$ cat src/rtl/sbus_pkg.sv
package sbus_pkg;
  localparam int REG_IDX_W = 4;
  localparam int IMM_W     = 16;

  typedef enum logic [3:0] {
    OP_NOP = 4'd0,  OP_MOV = 4'd1,  OP_ADD = 4'd2,  OP_SUB = 4'd3,
    OP_AND = 4'd4,  OP_OR  = 4'd5,  OP_XOR = 4'd6,  OP_LD  = 4'd7,
    OP_ST  = 4'd8,  OP_LDI = 4'd9,  OP_BR  = 4'd10, OP_BZ  = 4'd11,
    OP_BC  = 4'd12
  } op_e;

  typedef enum logic [2:0] {
    ALU_ADD, ALU_SUB, ALU_AND, ALU_OR, ALU_XOR
  } alu_op_e;

  typedef struct packed {
    logic                 pc_out;
    logic                 pc_in;
    logic                 ir_in;
    logic                 imm_out;
    logic                 mar_in;
    logic                 mdr_out;
    logic                 mdr_in;
    logic                 y_in;
    logic                 z_in;
    logic                 z_out;
    logic                 sel4;
    logic                 flag_in;
    logic                 rf_out;
    logic                 rf_in;
    logic [REG_IDX_W-1:0] rf_out_sel;
    logic [REG_IDX_W-1:0] rf_in_sel;
    logic                 rd_req;
    logic                 wr_req;
    logic                 wmfc;
    logic                 last;
    alu_op_e              alu_op;
  } ctl_t;
endpackage

$ cat src/rtl/sbus_alu.sv
module sbus_alu
  import sbus_pkg::*;
#(
  parameter int W = 32
) (
  input  logic [W-1:0] a_i,
  input  logic [W-1:0] b_i,
  input  alu_op_e      op_i,
  output logic [W-1:0] res_o,
  output logic         carry_o,
  output logic         zero_o
);
  logic [W:0] sum;

  always_comb begin
    sum = '0;
    unique case (op_i)
      ALU_ADD: sum = {1'b0, a_i} + {1'b0, b_i};
      ALU_SUB: sum = {1'b0, a_i} + {1'b0, ~b_i} + {{W{1'b0}}, 1'b1};
      ALU_AND: sum = {1'b0, a_i & b_i};
      ALU_OR:  sum = {1'b0, a_i | b_i};
      ALU_XOR: sum = {1'b0, a_i ^ b_i};
      default: sum = '0;
    endcase
  end

  assign res_o   = sum[W-1:0];
  assign carry_o = sum[W];
  assign zero_o  = (sum[W-1:0] == '0);
endmodule

$ cat src/rtl/sbus_regfile.sv
module sbus_regfile #(
  parameter int W     = 32,
  parameter int IDX_W = 4
) (
  input  logic             clk_i,
  input  logic             rst_ni,
  input  logic             we_i,
  input  logic [IDX_W-1:0] widx_i,
  input  logic [W-1:0]     wdata_i,
  input  logic [IDX_W-1:0] ridx_i,
  output logic [W-1:0]     rdata_o
);
  localparam int N = 1 << IDX_W;

  logic [W-1:0] regs [N];

  for (genvar g = 0; g < N; g++) begin : g_reg
    always_ff @(posedge clk_i or negedge rst_ni) begin
      if (!rst_ni)                               regs[g] <= '0;
      else if (we_i && widx_i == IDX_W'(g))      regs[g] <= wdata_i;
    end
  end

  assign rdata_o = regs[ridx_i];
endmodule

$ cat src/rtl/sbus_ctrl.sv
module sbus_ctrl
  import sbus_pkg::*;
#(
  parameter int STEP_W = 3
) (
  input  logic                 clk_i,
  input  logic                 rst_ni,
  input  logic [3:0]           op_i,
  input  logic [REG_IDX_W-1:0] rd_idx_i,
  input  logic [REG_IDX_W-1:0] ra_idx_i,
  input  logic [REG_IDX_W-1:0] rb_idx_i,
  input  logic                 zf_i,
  input  logic                 cf_i,
  input  logic                 mem_busy_i,
  output ctl_t                 ctl_o,
  output logic [STEP_W-1:0]    step_o
);
  localparam logic [STEP_W-1:0] S1 = STEP_W'(1);
  localparam logic [STEP_W-1:0] S2 = STEP_W'(2);
  localparam logic [STEP_W-1:0] S3 = STEP_W'(3);
  localparam logic [STEP_W-1:0] S4 = STEP_W'(4);
  localparam logic [STEP_W-1:0] S5 = STEP_W'(5);
  localparam logic [STEP_W-1:0] S6 = STEP_W'(6);

  logic [STEP_W-1:0] step_q;
  logic              stall;
  logic              take;
  op_e               op;
  alu_op_e           alu_sel;

  assign op    = op_e'(op_i);
  assign stall = ctl_o.wmfc && mem_busy_i;
  assign take  = (op == OP_BR) || (op == OP_BZ && zf_i) || (op == OP_BC && cf_i);

  always_comb begin
    unique case (op)
      OP_SUB:  alu_sel = ALU_SUB;
      OP_AND:  alu_sel = ALU_AND;
      OP_OR:   alu_sel = ALU_OR;
      OP_XOR:  alu_sel = ALU_XOR;
      default: alu_sel = ALU_ADD;
    endcase
  end

  always_comb begin
    ctl_o        = '0;
    ctl_o.alu_op = ALU_ADD;
    if (step_q == S1) begin
      ctl_o.pc_out = 1'b1;
      ctl_o.mar_in = 1'b1;
      ctl_o.rd_req = 1'b1;
      ctl_o.sel4   = 1'b1;
      ctl_o.z_in   = 1'b1;
    end else if (step_q == S2) begin
      ctl_o.z_out = 1'b1;
      ctl_o.pc_in = 1'b1;
      ctl_o.y_in  = 1'b1;
      ctl_o.wmfc  = 1'b1;
    end else if (step_q == S3) begin
      ctl_o.mdr_out = 1'b1;
      ctl_o.ir_in   = 1'b1;
    end else begin
      unique case (op)
        OP_MOV: begin
          ctl_o.rf_out     = 1'b1;
          ctl_o.rf_out_sel = ra_idx_i;
          ctl_o.rf_in      = 1'b1;
          ctl_o.rf_in_sel  = rd_idx_i;
          ctl_o.last       = 1'b1;
        end
        OP_LDI: begin
          ctl_o.imm_out   = 1'b1;
          ctl_o.rf_in     = 1'b1;
          ctl_o.rf_in_sel = rd_idx_i;
          ctl_o.last      = 1'b1;
        end
        OP_ADD, OP_SUB, OP_AND, OP_OR, OP_XOR: begin
          if (step_q == S4) begin
            ctl_o.rf_out     = 1'b1;
            ctl_o.rf_out_sel = ra_idx_i;
            ctl_o.y_in       = 1'b1;
          end else if (step_q == S5) begin
            ctl_o.rf_out     = 1'b1;
            ctl_o.rf_out_sel = rb_idx_i;
            ctl_o.alu_op     = alu_sel;
            ctl_o.z_in       = 1'b1;
            ctl_o.flag_in    = 1'b1;
          end else begin
            ctl_o.z_out     = 1'b1;
            ctl_o.rf_in     = 1'b1;
            ctl_o.rf_in_sel = rd_idx_i;
            ctl_o.last      = 1'b1;
          end
        end
        OP_LD: begin
          if (step_q == S4) begin
            ctl_o.rf_out     = 1'b1;
            ctl_o.rf_out_sel = ra_idx_i;
            ctl_o.mar_in     = 1'b1;
            ctl_o.rd_req     = 1'b1;
          end else if (step_q == S5) begin
            ctl_o.wmfc = 1'b1;
          end else begin
            ctl_o.mdr_out   = 1'b1;
            ctl_o.rf_in     = 1'b1;
            ctl_o.rf_in_sel = rd_idx_i;
            ctl_o.last      = 1'b1;
          end
        end
        OP_ST: begin
          if (step_q == S4) begin
            ctl_o.rf_out     = 1'b1;
            ctl_o.rf_out_sel = ra_idx_i;
            ctl_o.mar_in     = 1'b1;
          end else if (step_q == S5) begin
            ctl_o.rf_out     = 1'b1;
            ctl_o.rf_out_sel = rb_idx_i;
            ctl_o.mdr_in     = 1'b1;
            ctl_o.wr_req     = 1'b1;
          end else begin
            ctl_o.wmfc = 1'b1;
            ctl_o.last = 1'b1;
          end
        end
        OP_BR, OP_BZ, OP_BC: begin
          if (step_q == S4) begin
            if (take) begin
              ctl_o.imm_out = 1'b1;
              ctl_o.z_in    = 1'b1;
            end else begin
              ctl_o.last = 1'b1;
            end
          end else begin
            ctl_o.z_out = 1'b1;
            ctl_o.pc_in = 1'b1;
            ctl_o.last  = 1'b1;
          end
        end
        default: ctl_o.last = 1'b1;
      endcase
    end
  end

  always_ff @(posedge clk_i or negedge rst_ni) begin
    if (!rst_ni)         step_q <= S1;
    else if (stall)      step_q <= step_q;
    else if (ctl_o.last) step_q <= S1;
    else if (step_q == S6) step_q <= S1;
    else                 step_q <= step_q + 1'b1;
  end

  assign step_o = step_q;
endmodule

$ cat src/rtl/sbus_core.sv
module sbus_core
  import sbus_pkg::*;
#(
  parameter int DATA_W = 32,
  parameter int STEP_W = 3
) (
  input  logic              clk_i,
  input  logic              rst_ni,
  output logic [DATA_W-1:0] mem_addr_o,
  output logic              mem_rd_o,
  output logic              mem_wr_o,
  output logic [DATA_W-1:0] mem_wdata_o,
  input  logic [DATA_W-1:0] mem_rdata_i,
  input  logic              mem_done_i
);
  localparam int N_SRC = 5;

  logic [DATA_W-1:0] pc, ir, mar, mdr, y, z;
  logic [DATA_W-1:0] bus, imm_sx, alu_a, alu_res, rf_rdata;
  logic              zf, cf, alu_c, alu_z;
  logic              rd_pend, wr_pend, mem_busy;
  logic [N_SRC-1:0]  bus_src;
  logic [STEP_W-1:0] step;
  ctl_t              ctl;

  assign imm_sx  = {{(DATA_W-IMM_W){ir[IMM_W-1]}}, ir[IMM_W-1:0]};
  assign bus_src = {ctl.pc_out, ctl.imm_out, ctl.mdr_out, ctl.z_out, ctl.rf_out};

  // AND-OR form of the shared bus; one enable per step
  assign bus = ({DATA_W{ctl.pc_out}}  & pc)
             | ({DATA_W{ctl.imm_out}} & imm_sx)
             | ({DATA_W{ctl.mdr_out}} & mdr)
             | ({DATA_W{ctl.z_out}}   & z)
             | ({DATA_W{ctl.rf_out}}  & rf_rdata);

  assign alu_a    = ctl.sel4 ? DATA_W'(4) : y;
  assign mem_busy = (rd_pend | wr_pend) & ~mem_done_i;

  sbus_ctrl #(.STEP_W(STEP_W)) u_ctrl (
    .clk_i      (clk_i),
    .rst_ni     (rst_ni),
    .op_i       (ir[31:28]),
    .rd_idx_i   (ir[27:24]),
    .ra_idx_i   (ir[23:20]),
    .rb_idx_i   (ir[19:16]),
    .zf_i       (zf),
    .cf_i       (cf),
    .mem_busy_i (mem_busy),
    .ctl_o      (ctl),
    .step_o     (step)
  );

  sbus_alu #(.W(DATA_W)) u_alu (
    .a_i     (alu_a),
    .b_i     (bus),
    .op_i    (ctl.alu_op),
    .res_o   (alu_res),
    .carry_o (alu_c),
    .zero_o  (alu_z)
  );

  sbus_regfile #(.W(DATA_W), .IDX_W(REG_IDX_W)) u_rf (
    .clk_i   (clk_i),
    .rst_ni  (rst_ni),
    .we_i    (ctl.rf_in),
    .widx_i  (ctl.rf_in_sel),
    .wdata_i (bus),
    .ridx_i  (ctl.rf_out_sel),
    .rdata_o (rf_rdata)
  );

  always_ff @(posedge clk_i or negedge rst_ni) begin
    if (!rst_ni) begin
      pc <= '0; ir <= '0; mar <= '0; y <= '0; z <= '0;
      zf <= 1'b0; cf <= 1'b0;
    end else begin
      if (ctl.pc_in)   pc  <= bus;
      if (ctl.ir_in)   ir  <= bus;
      if (ctl.mar_in)  mar <= bus;
      if (ctl.y_in)    y   <= bus;
      if (ctl.z_in)    z   <= alu_res;
      if (ctl.flag_in) begin
        zf <= alu_z;
        cf <= alu_c;
      end
    end
  end

  // MDR: external side on read completion, bus side otherwise
  always_ff @(posedge clk_i or negedge rst_ni) begin
    if (!rst_ni)                     mdr <= '0;
    else if (rd_pend && mem_done_i)  mdr <= mem_rdata_i;
    else if (ctl.mdr_in)             mdr <= bus;
  end

  always_ff @(posedge clk_i or negedge rst_ni) begin
    if (!rst_ni) begin
      rd_pend <= 1'b0;
      wr_pend <= 1'b0;
    end else begin
      if (ctl.rd_req)      rd_pend <= 1'b1;
      else if (mem_done_i) rd_pend <= 1'b0;
      if (ctl.wr_req)      wr_pend <= 1'b1;
      else if (mem_done_i) wr_pend <= 1'b0;
    end
  end

  assign mem_addr_o  = mar;
  assign mem_wdata_o = mdr;
  assign mem_rd_o    = rd_pend;
  assign mem_wr_o    = wr_pend;
endmodule

$ cat config.mk
export PLATFORM = sky130hd
export DESIGN_NAME = sbus_core
export DESIGN_NICKNAME = d
export VERILOG_FILES = /design/src/rtl/sbus_pkg.sv /design/src/rtl/sbus_alu.sv /design/src/rtl/sbus_regfile.sv /design/src/rtl/sbus_ctrl.sv /design/src/rtl/sbus_core.sv
export SDC_FILE = /design/constraint.sdc
export NUM_CORES = 2
export LEC_CHECK = 0
export BUFFER_PORTS_ARGS = -buffer_cell sky130_fd_sc_hd__buf_2
export CAP_MARGIN = 10
export CORE_MARGIN = 10
export CORE_UTILIZATION = 45
export CTS_BUF_LIST = sky130_fd_sc_hd__clkbuf_4 sky130_fd_sc_hd__clkbuf_8 sky130_fd_sc_hd__clkbuf_16
export DETAILED_ROUTE_END_ITERATION = 7
export GPL_TIMING_DRIVEN = 0
export HOLD_SLACK_MARGIN = 0.15
export PLACE_DENSITY = 0.65
export REMOVE_ABC_BUFFERS = 1
export SLEW_MARGIN = 20
export SYNTH_ARGS = -nofsm -noshare
export SYNTH_HDL_FRONTEND = slang
export SYNTH_SLANG_ARGS = --single-unit
$ cat constraint.sdc
create_clock -name clk_i -period 7.3 [get_ports clk_i]
set_input_delay 1.46 -clock clk_i [delete_from_list [all_inputs] [get_ports clk_i]]
set_output_delay 1.46 -clock clk_i [all_outputs]
set_load 0.01 [all_outputs]
* After elaboration in Yosys (flattened, before gate mapping) *
Cells that the tools add are included.
Widths: inputs -> output; s select.

word-level totals
  register bits = 711
  bits of input ports = 35
  output and inout port bits = 66
  logic and storage cells = 197

operators by class
  add/subtract/negate cells = 4
  magnitude comparators = 1
  equal/unequal tests = 37
  mux-type cells = 77
  bitwise logic cells = 17
  reduce and logical (&&, ||, !) cells = 34

operators with widths
  cell                   count
  $and 32x32->32         6
  $pmux 33 s5            1
  $mux 32                5
  $or 32x32->32          5
  $bmux 32 s4            1
  $add 32x32->33         2
  $eq 4x4->1 const B     13
  $mux 1                 37
  $add 33x1->33 const B  1
  $eq 4x3->1 const B     8
  $logic_not 32->1       1
  $mux 4                 8
  $not 32->32            1
  $xor 32x32->32         1
  $mux 3                 7
  $logic_and 1x1->1      20
  $mux 18                1
  $eq 4x2->1 const B     4
  $mux 13                1
  $eq 3x2->1 const B     4
  $eq 3x3->1 const B     4
  $pmux 3 s4             1
  $pmux 4 s3             1
  $reduce_or 6->1        2
  23 further kinds       35

* Depth between registers and ports, before layout *
  depth after elaboration = 21
  depth in mapped cells = 31
  depth with buffers taken out = 26

* By module *
From an unflattened synthesis, not the netlist that was laid out.

unflattened totals
  cells, all modules = 3309
  area, all modules = 38246.7 µm²

by module, submodules not included
  module        instances  cells each  area each (µm²)  seq. area each (µm²)
  sbus_regfile  1          1405        22770.6          12812.3
  sbus_core     1          847         8494.4           4904.7
  sbus_alu      1          939         6129.6           0.0
  sbus_ctrl     1          118         852.1            76.3

* Worst setup path after synthesis *
Ideal clock, no wire load.

  path kind = reg2reg
  from = register u_ctrl.step_q[0] (netlist: u_ctrl.step_o[0])
  to = register zf
  library setup time = 0.104 ns
  arrival = 6.725 ns
  data required time = 7.196 ns
  setup slack = 0.471 ns
  stages on the path, launching flop included = 29
  path buffers = 6
  period minus slack after synthesis = 6.829 ns
  cells stage by stage = dfstp_2 > clkbuf_1 > clkbuf_1 > and2_1 > ha_1 > clkbuf_1 > nor2_1 > o221ai_1 > clkbuf_1 > clkbuf_1 > mux4_2 > nand2_1 > a21oi_1 > nor3_1 > buf_2 > inv_1 > ha_1 > fa_1 > nor2b_2 > o31ai_1 > a2111o_1 > a31oi_2 > a31o_2 > a211oi_1 > o31ai_1 > nor4_1 > nand4_1 > or4_1 > o41ai_2

between the ends
  longest elaborated chain between the ends = 18
  elaborated cells between the ends (all ways) = 70
  those cells by class = add/sub (3); eq/ne (9); mux (42); bitwise (14); reduce/logical (2)

RTL lines
  what                             line                                                 source
  from (decl)                      sbus_ctrl.sv:25                                      logic [STEP_W-1:0] step_q;
  from (signal assigned)           sbus_ctrl.sv:146                                     else if (stall) step_q <= step_q;
  from (signal assigned)           sbus_ctrl.sv:149                                     else step_q <= step_q + 1'b1;
  $eq 3x3->1                       sbus_ctrl.sv:82, sbus_ctrl.sv:101, sbus_ctrl.sv:115
  $mux 4                           sbus_ctrl.sv:82, sbus_ctrl.sv:115
  $mux 4                           sbus_ctrl.sv:111                                     if (step_q == S4) begin
  $pmux 4 s3                       sbus_ctrl.sv:63                                      unique case (op)
  $mux 18                          sbus_ctrl.sv:59                                      end else if (step_q == S3) begin
  $mux 13                          sbus_ctrl.sv:54                                      end else if (step_q == S2) begin
  $mux 11                          sbus_ctrl.sv:48                                      if (step_q == S1) begin
  $not 4->5 (implied by the code)  sbus_regfile.sv:24                                   assign rdata_o = regs[ridx_i];
  [3 not listed]                   n/a
  $and 32x32->32                   sbus_core.sv:34                                      | ({DATA_W{ctl.rf_out}} & rf_rdata);
  $or 32x32->32 (*)                sbus_core.sv:34
  via bus[0]                       sbus_core.sv:19                                      logic [DATA_W-1:0] bus, imm_sx, alu_a, alu_res, rf_rdata;
  $not 32->32                      sbus_alu.sv:19                                       ALU_SUB: sum = {1'b0, a_i} + {1'b0, ~b_i} + {{W{1'b0}}, 1'b1};
  $add 32x32->33                   sbus_alu.sv:19
  $add 33x1->33                    sbus_alu.sv:19
  $pmux 33 s5 (*)                  sbus_alu.sv:17                                       unique case (op_i)
  $logic_not 32->1 (*)             sbus_alu.sv:29                                       assign zero_o = (sum[W-1:0] == '0);
  to (signal assigned)             sbus_core.sv:83                                      zf <= alu_z;
  to (decl)                        sbus_core.sv:20                                      logic zf, cf, alu_c, alu_z;

Mark *: on every way through the listed nets, which the timed path passes. The rest lies on a longest branch. The select of a mux whose other input is x is not followed.
A chain may end at the register's enable or synchronous reset.

* Worst setup path in the final report *
  from = register ir[29]
  to = register zf

between the ends
  longest elaborated chain between the ends = 20
  elaborated cells between the ends (all ways) = 70
  those cells by class = add/sub (3); eq/ne (16); mux (29); bitwise (13); reduce/logical (9)

RTL lines
  what                                                                  line             source
  from (decl)                                                           sbus_core.sv:18  logic [DATA_W-1:0] pc, ir, mar, mdr, y, z;
  from (signal assigned)                                                sbus_core.sv:78  if (ctl.ir_in) ir <= bus;
  parallel branches: the longest is 14 deep, another holds $bmux 32 s4  n/a
  $or 32x32->32 (*)                                                     sbus_core.sv:34
  via bus[0]                                                            sbus_core.sv:19
  $not 32->32                                                           sbus_alu.sv:19
  $add 32x32->33                                                        sbus_alu.sv:19
  $add 33x1->33                                                         sbus_alu.sv:19
  $pmux 33 s5 (*)                                                       sbus_alu.sv:17
  $logic_not 32->1 (*)                                                  sbus_alu.sv:29

Mark *: on every way through the listed nets, which the timed path passes. The select of a mux whose other input is x is not followed.

==> key figures <==
Final layout
  – Commonest non-fill, non-tap cell in the layout: dfrtp_1
  – Number of nets in the layout: 4145
  – Share of layout cells above drive strength 1: 19.1%
  – Most frequent cells in the layout: dfrtp_1 (704), a21oi_1 (619), nor2_1 (532)
  – Layout area overhead: 19.2%
  – Fin util: between 50% and 60%
  – Ant. Diodes: 0

Synth
  – Post-synth ARST share: 100%
  – EDFF count, synth: 0
  – Yosys cell types: 95
  – Seq/Total Area, Yosys: 48.6%
  – Yosys top cell area share: about 49%
  – Number of synthesized register bits: 711
  – Ys flop type: dfrtp_1
  – Synthesis Warnings: 0
  – Avg Cell Area, Syn: roughly 9.3 um^2
  – Cell taking the most area after synthesis: dfrtp_1
  – Top post-synthesis cells by area: dfrtp_1 (49%), a21oi_1 (8.6%), mux4_2 (7.9%)
  – Synthesized area: 36600 um^2
  – Synthesized instance count: 3933

Global routing
  – Grt ovf: 0
  – Global-route wire length before repair: 181000 um
  – Largest net degree at the start of global routing: 97
  – Tot GR Track Use: about a quarter
  – Antenna violations before repair: 1
  – Number of global-route vias before repair: roughly 30000

Floorplanning
  – # rows: 104
  – CORE AREA: 80500 um^2
  – Starting Density: roughly 45%
  – DIE AREA: between 90000 and 100000 um^2
  – I/O pins: 101
  – DIE WIDTH: between 300 and 400 um
  – Die Height: 305 um

STA
  – Max Slew Vio Count: 0
  – Final worst-path cycle share: 97.7%
  – Worst Max-Slew Pin Slew: between 1 and 1.5 ns
  – Setup violations, final: 0
  – Clk_skew: 0.0273 ns
  – Final worst path period need: slightly above 7 ns
  – Fmax: approximately 0.14 GHz
  – Hold Vio Cnt, Final: 0
  – Slew HR: 20.1%

Setup path
  – CP Depth: 28
  – Worst Setup SP: ir[29]$_DFFE_PN0P_
  – CP required: between 7 and 8 ns
  – Maximum fanout along the worst path: 14
  – CP arrival: between 7 and 8 ns
  – Worst R2R Start: ir[29]$_DFFE_PN0P_
  – Worst path most repeated cell: nor3_4
  – Slowest cell on crit path: or4_1
  – Type of origin of the critical path: flop
  – Worst reg2reg path depth: 28
  – R2R Setup Slk: 0.17 ns
  – Reg2reg end: zf$_DFFE_PN0P_
  – Critical Path Sink: zf$_DFFE_PN0P_
  – Crit path buffers/inverters: 5
  – CP max stage delay: around 0.59 ns
  – CP delay by family, top: simple AND/OR/NAND/NOR gates
  – Worst setup EP type: flop
  – Setup CP Type: reg2reg

Clocking
  – TritonCTS clock tree: done
  – Clock-pin slew on the worst setup and hold paths: 0.06 ns
  – Num CTS Buffers: 76
  – Skew-Pair Late Insertion Delay: 0.63 ns
  – CTS Hold Bufs: 0
  – CTS Buffer Depth: 3
  – H-Tree Depth: 3
  – Clk sink count: slightly above 700
  – Root Driver: clkbuf_16

Placed design
  – Port bufs: 100
  – HPWL after detailed placement: 79900 um
  – Routability cong.: between 0.9 and 1

Run status
  – Status: finished, final reports clean

Detailed routing
  – ANT nets after route: 0
  – Drt wl/cell: 23.1 um
  – DR vias: just over 30000
  – Via density: about 6
  – Post-route DRC: 0
  – DRT iter0 DRCs: between 3000 and 4000
  – Initial DRT Pass Iterations: 6
  – Detailed Route WL: between 100000 and 150000 um

Flow run
  – Max_cap viols: 0

Min path
  – Worst hold path type: reg2reg
[sequential cells by signal (all words and copies together), names as in the netlist, 3 cells and up]
name / cells
y: 32
pc: 32
u_rf.regs: 512
mem_wdata_o: 32
z: 32
mem_addr_o: 32
ir: 32
u_ctrl.step_o: 3
[worst min path at each step]
stage | to | startpoint | depth (start not counted) | slack (ns)
finish | u_rf.regs[251]$_DFFE_PN0P_ | u_rf.regs[251]$_DFFE_PN0P_ | 2 | 0.47
global route | u_rf.regs[126]$_DFFE_PN0P_ | u_rf.regs[126]$_DFFE_PN0P_ | 2 | 0.49
CTS | u_rf.regs[251]$_DFFE_PN0P_ | u_rf.regs[251]$_DFFE_PN0P_ | 2 | 0.48
detailed placement | u_rf.regs[125]$_DFFE_PN0P_ | u_rf.regs[125]$_DFFE_PN0P_ | 2 | 0.46
global placement | u_rf.regs[435]$_DFFE_PN0P_ | u_rf.regs[435]$_DFFE_PN0P_ | 2 | 0.46
floorplan | u_rf.regs[100]$_DFFE_PN0P_ | u_rf.regs[100]$_DFFE_PN0P_ | 2 | 0.44
[synth_stat cells, drive strengths merged, types with 18 or more instances]
library cell,count
a222oi,32
o31ai,18
nor3,63
nand2,510
a211oi,18
o21ai,331
dfrtp,710
inv,106
nor2,548
nand3,35
and3,40
clkbuf,219
ha,98
nor2b,19
a21oi,628
buf,116
mux4,128
[layer usage]
metal / vias up / wire (um) / global-route usage, %
met2: 1258 / 54400 / 38.6
li1: 14000 / - / -
met5: - / 0 / 0
met1: 15200 / 49800 / 33.4
met3: 229 / 9260 / 3.78
met4: 0 / 4630 / 9.77
[per-stage QoR]
stage	hold WS (ns)	instance area, um^2	instances	setup TNS [ns]	worst slack, ns
after floorplan	0.445	35100	3598	-4594.57	-9.50
after global placement	0.457	37000	4758	-	-18.04
after detailed placement	0.465	39700	4911	-20.40	-2.21
after CTS	0.477	42900	5076	0	0.00294
after global routing	0.492	43600	5124	-0.0948	-0.0948
final	0.473	43600	5124	0	0.166
[worst min-delay path, delay by kind of cell, from the launching register on]
kind / cells / cell delay (ns)
flops: 1 / 0.33
simple gates: 1 / 0.05
compound gates: 1 / 0.06
[timing repair]
item                       CTS  global route
setup endpoints to repair   27             3
buffers inserted            32            46
resized for setup           81            57
gates cloned                 1             2
pin swaps                   26            26
[layout make-up]
cell class,instances,area (um^2)
clock inverters,26,360
multi-input cells,2784,18100
inverters,106,402
repair buffers,331,3420
clock buffers,106,2220
fillers,6908,36900
well taps,1060,1330
flip-flops and latches,711,17800
[logic make-up (layout without fill, tap and decap cells)]
group | count (synthesis) | in the layout | synth area share [%]
multiplexers | 145 | 145 | 8.38
AO/OA/AOI/OAI | 1218 | 1219 | 19.2
buffers and inverters | 441 | 569 | 5.10
AND/OR/NAND/NOR | 1313 | 1315 | 15.2
XOR/XNOR | 5 | 5 | 0.120
adder cells (fa/ha/maj) | 100 | 100 | 3.46
flip-flops | 711 | 711 | 48.6
Power is not shown: default switching activity piles up to over one toggle a cycle in this logic, so the estimate is an artifact.
